`config.mk`:
```
export PLATFORM = sky130hd
export DESIGN_NAME = lcd_com_scan
export DESIGN_NICKNAME = d
export VERILOG_FILES = /design/src/rtl/lcd_scan_pkg.sv /design/src/rtl/lcd_cl2_track.sv /design/src/rtl/lcd_scan_chain.sv /design/src/rtl/lcd_pin_route.sv /design/src/rtl/lcd_com_scan.sv
export SDC_FILE = /design/constraint.sdc
export NUM_CORES = 1
export LEC_CHECK = 0
export BUFFER_PORTS_ARGS = -buffer_cell sky130_fd_sc_hd__buf_2
export CAP_MARGIN = 20
export CORE_MARGIN = 3
export CORE_UTILIZATION = 55
export DETAILED_ROUTE_END_ITERATION = 16
export PLACE_DENSITY = 0.8
export SYNTH_ARGS = -nofsm -noshare
export SYNTH_HDL_FRONTEND = slang
export SYNTH_HIERARCHICAL = 1
export SYNTH_SLANG_ARGS = --single-unit
```
`constraint.sdc`:
```
create_clock -name clk -period 2.3 [get_ports clk]
set_input_delay 0.345 -clock clk [delete_from_list [all_inputs] [get_ports clk]]
set_output_delay 0.345 -clock clk [all_outputs]
set_load 0.01 [all_outputs]
```
`src/rtl/lcd_scan_pkg.sv`:
```
package lcd_scan_pkg;
    typedef enum logic [1:0] {
        LVL_UNKNOWN = 2'd0,
        LVL_LOW     = 2'd1,
        LVL_HIGH    = 2'd2
    } lvl_state_e;
endpackage

```
`src/rtl/lcd_cl2_track.sv`:
```
module lcd_cl2_track
    import lcd_scan_pkg::*;
(
    input  logic clk,
    input  logic rst_n,
    input  logic cl2_i,
    input  logic phase_i,
    output logic shift_o
);
    lvl_state_e state_q, state_d;

    // state register
    always_ff @(posedge clk) begin
        if (!rst_n) state_q <= LVL_UNKNOWN;
        else        state_q <= state_d;
    end

    // transitions: SEE_LOW, SEE_HIGH, RISE, FALL
    always_comb begin
        state_d = state_q;
        unique case (state_q)
            LVL_UNKNOWN: state_d = cl2_i ? LVL_HIGH : LVL_LOW;
            LVL_LOW:     if (cl2_i)  state_d = LVL_HIGH;
            LVL_HIGH:    if (!cl2_i) state_d = LVL_LOW;
            default:     state_d = LVL_UNKNOWN;
        endcase
    end

    // registered shift request
    always_ff @(posedge clk) begin
        if (!rst_n) begin
            shift_o <= 1'b0;
        end else begin
            unique case (state_q)
                LVL_LOW:  shift_o <= cl2_i & ~phase_i;
                LVL_HIGH: shift_o <= ~cl2_i & phase_i;
                default:  shift_o <= 1'b0;
            endcase
        end
    end
endmodule

```
`src/rtl/lcd_scan_chain.sv`:
```
module lcd_scan_chain #(
    parameter int STAGES = 64
) (
    input  logic              clk,
    input  logic              rst_n,
    input  logic              shift_i,
    input  logic              dir_i,
    input  logic              sin_i,
    output logic [STAGES-1:0] q_o,
    output logic              sout_o
);
    logic [STAGES-1:0] q_r;
    logic [STAGES-1:0] fwd_src;
    logic [STAGES-1:0] bwd_src;

    for (genvar g = 0; g < STAGES; g++) begin : g_src
        if (g == 0) begin : g_first
            assign fwd_src[g] = sin_i;
        end else begin : g_mid_f
            assign fwd_src[g] = q_r[g-1];
        end
        if (g == STAGES - 1) begin : g_last
            assign bwd_src[g] = sin_i;
        end else begin : g_mid_b
            assign bwd_src[g] = q_r[g+1];
        end
    end

    always_ff @(posedge clk) begin
        if (!rst_n)       q_r <= '0;
        else if (shift_i) q_r <= dir_i ? bwd_src : fwd_src;
    end

    assign q_o    = q_r;
    assign sout_o = dir_i ? q_r[0] : q_r[STAGES-1];
endmodule

```
`src/rtl/lcd_pin_route.sv`:
```
module lcd_pin_route (
    input  logic master_i,
    input  logic dir_i,
    input  logic frm_i,
    input  logic sout_i,
    input  logic pa_i,
    input  logic pb_i,
    output logic sin_o,
    output logic pa_o,
    output logic pa_oe,
    output logic pb_o,
    output logic pb_oe
);
    logic entry_o;
    logic entry_oe;

    always_comb begin
        sin_o    = master_i ? frm_i : (dir_i ? pb_i : pa_i);
        entry_oe = master_i;
        entry_o  = master_i & frm_i;
        if (dir_i) begin
            pb_o  = entry_o;
            pb_oe = entry_oe;
            pa_o  = sout_i;
            pa_oe = 1'b1;
        end else begin
            pa_o  = entry_o;
            pa_oe = entry_oe;
            pb_o  = sout_i;
            pb_oe = 1'b1;
        end
    end
endmodule

```
`src/rtl/lcd_com_scan.sv`:
```
module lcd_com_scan #(
    parameter int STAGES = 64
) (
    input  logic              clk,
    input  logic              rst_n,
    input  logic              master_i,
    input  logic              dir_i,
    input  logic              phase_i,
    input  logic              cl2_i,
    input  logic              frm_i,
    input  logic              pa_i,
    output logic              pa_o,
    output logic              pa_oe,
    input  logic              pb_i,
    output logic              pb_o,
    output logic              pb_oe,
    output logic [STAGES-1:0] com_o
);
    logic shift_w;
    logic sin_w;
    logic sout_w;

    lcd_cl2_track u_track (
        .clk     (clk),
        .rst_n   (rst_n),
        .cl2_i   (cl2_i),
        .phase_i (phase_i),
        .shift_o (shift_w)
    );

    lcd_scan_chain #(.STAGES(STAGES)) u_chain (
        .clk     (clk),
        .rst_n   (rst_n),
        .shift_i (shift_w),
        .dir_i   (dir_i),
        .sin_i   (sin_w),
        .q_o     (com_o),
        .sout_o  (sout_w)
    );

    lcd_pin_route u_route (
        .master_i (master_i),
        .dir_i    (dir_i),
        .frm_i    (frm_i),
        .sout_i   (sout_w),
        .pa_i     (pa_i),
        .pb_i     (pb_i),
        .sin_o    (sin_w),
        .pa_o     (pa_o),
        .pa_oe    (pa_oe),
        .pb_o     (pb_o),
        .pb_oe    (pb_oe)
    );
endmodule

```
==> out/metrics.cfg <==
[run_status]
status = complete, no violations

[synth]
synth_compound_area_share_pct = 22.9
synth_adder_area_share_pct = 1.26
synthDistinctLibCells = 25
synth_top_area_share_pct = 44.9
synth_mux_area_share_pct = 23.0
synth_common_cells = dfxtp_1 (67), mux2i_1 (66), a21oi_1 (65)
synth_simple_gate_area_share_pct = 2.18
synth.most_common_cell = dfxtp_1
synth_top_cells_by_area = dfxtp_1 (45%), mux2i_1 (22%), a21oi_1 (11%), o21ai_0 (10%), buf_6 (2.3%)
synth-edff-count = 0
async_flop_share_pct = 0
ys_seq_area_share_pct = 44.9
syn_area_um2 = 2990
synthXorXnorAreaFrac_pct = 0
synthesis.instances = 316
ys.flop_type = dfxtp_1
synth_top_family_by_area = multiplexers
synth_seq_cells = 67
ys.warnings.count = 6
synth_top_area_cell = dfxtp_1
synthesis.nets = 328
syn_avg_cell_area_um2 = 9.45

[clocking]
htreeDepth = 3
cts.hold.buffers_added = 0
post-cts-setup-buffer-count = 0
cts_buffers = 9
clk_pin_slew_ns = 0.07
ctsResizeCount = 0
cts_tree = yes
clk_path_buf_depth = 2
clock-sinks = 67
clkLatencyLatePin_ns = 0.33
clockRootBuffer = clkbuf_8

[layout]
fill_cells = 421
area_growth_syn_to_layout_pct = 19.1
layout-drive-gt1-share_pct = 25.6
num-nets-final = 394
diodes = 0
utilization_pct = 68.8
fin_area_um2 = 3560

[placement]
place_hpwl_mm = 4.18
postPlaceCellArea_um2 = 3360
numPortBuffers = 76
place_congestion = 0.743

[power_and_ir_drop]
peakVddDrop_mv = 0.575
p_total_w = 0.00285
p_leak_nw = 1.69
p_per_area_nw_per_um2 = 800

[global_route]
grt_start_max_net_pins = 68
grt_pass1_vias = 2257
overflow = 0
track_usage_pct = 20.9
grt_pass1_wl_mm = 10.6
antenna_found_initial = 0

[sta]
clock.fmax_mhz = 598
finalSetupViolations = 0
slew-limit-headroom_pct = 64.2
period_needed_ns = 1.67
slew_viol_final = 0
rsz0062_at_grt = false
worst_pin_slew_ns = 0.538
skew_ns = 0.00500
fin_crit_sh_pct = 72.8
setup_tns_ns = 0
whs_ns = 0.374
finalHoldViolations = 0

[critical_path]
crit_slowest_cell = dfxtp_1
cp.arrival_ns = 1.33
cp_slowest_stage_delay_ns = 0.35
cp_num_cells = 4
cp_max_fo = 4
worstRegToRegCells = 5
critPathTopFamily = flip-flops
cp.required_ns = 1.96
critPathLaunchType = flop
path_class = flop to output port
endpoint_kind = output port
path_buf_inv = 1
path_cells = mux2_1, nand2_1, o21ai_0, buf_2

[floorplanning]
chipWidth_um = 79.7
die-area_um2 = 6350
pin_count = 77
rows = 26
core_area_um2 = 5170
start_util_pct = 57.7
die_h_um = 79.7

[worst_hold_path]
holdCritPathClass = input port to flop
min_path_cells = 3

[detailed_routing]
ant_nets = 0
detailroute.via_count = 2522
vias_per_cell = 5.53
wl_per_cell_um = 14.0
drtPass1Iterations = 4
post-route-drc-count = 0
routed_wl_mm = 6.38
dr.first_iter.drc_count = 115

[job]
maxCapViolations = 0

==> layer usage <==
metal | GRT usage (%) | part of all wire, % | vias to the layer above
li1 | - | - | 1286
met3 | 7.34 | 6.1 | 6
met2 | 31.9 | 44 | 63
met1 | 28.4 | 49 | 1167
met4 | 5.15 | 0.96 | 0
met5 | 0 | 0 | -
==> cell type report <==
class                           count  area, um2  area share, %
Multi-Input combinational cell    218       1470           41.4
Sequential cell                    67       1350           37.8
Timing Repair Buffer               83        448           12.6
Clock buffer                       13        159           4.47
Tap cell                           70       87.6           2.46
Clock inverter                      2       35.0          0.985
Inverter                            3       11.3          0.316
==> registers in the layout, indices dropped and copies added, names as in the netlist <==
name,count
u_chain/q_o,64
u_track/shift_o,1
u_track/state_q,2
==> logic make-up after synthesis <==
group,Yosys count
AOI/OAI and AO/OA,136
adders and majority gates,3
buffers and inverters,31
DFF,67
muxes,68
and+or+nand+nor,11
==> worst min-delay path, cell delays in order <==
cell and delay (ns):
buf_2 0.08, o21ai_0 0.07, and3_1 0.17
==> power breakdown <==
part	switching, W	total, W	internal, W
sequential	0.000119	0.00138	0.00126
combinational	0.000265	0.000494	0.000229
clock	0.000416	0.000969	0.000554
total	0.000800	0.00285	0.00205
==> metrics by stage <==
step                setup WS [ns]  cells
detailed placement          0.778    441
global placement            0.776    441
CTS                         0.630    456
global route                0.565    456
finish                      0.627    456
floorplan                   0.946    316
==> cells in the final DEF, fill, tap and decap left out, drive strengths merged <==
| cell type | Yosys | routed |
|---|---|---|
| dfxtp | 67 | 67 |
| o21a | 1 | 1 |
| bufinv | 0 | 1 |
| nand2 | 3 | 3 |
| or2 | 1 | 1 |
| nand2b | 1 | 1 |
| buf | 14 | 83 |
| and3 | 1 | 1 |
| nor4b | 1 | 1 |
| mux2 | 1 | 1 |
| ha | 3 | 3 |
| mux2i | 67 | 67 |
| nor2b | 1 | 1 |
| nand3b | 1 | 1 |
| inv | 3 | 3 |
| nand3 | 1 | 1 |
| clkbuf | 14 | 13 |
| a21oi | 65 | 65 |
| clkinv | 0 | 1 |
| o21ai | 69 | 69 |
| a31oi | 1 | 1 |
| or2b | 1 | 1 |
==> path summary, 6_finish.rpt <==
kind | from | end | slack [ns]
hold reg to reg | u_chain/q_o[6] | u_chain/q_o[6] | 0.54
setup / recovery | u_chain/q_o[0] | pa_o | 0.63
hold / removal | phase_i | u_track/shift_o | 0.37
setup reg to reg | u_track/state_q[1] | u_track/state_q[0] | 0.93
No activity file was read; power rests on OpenSTA's default activity.
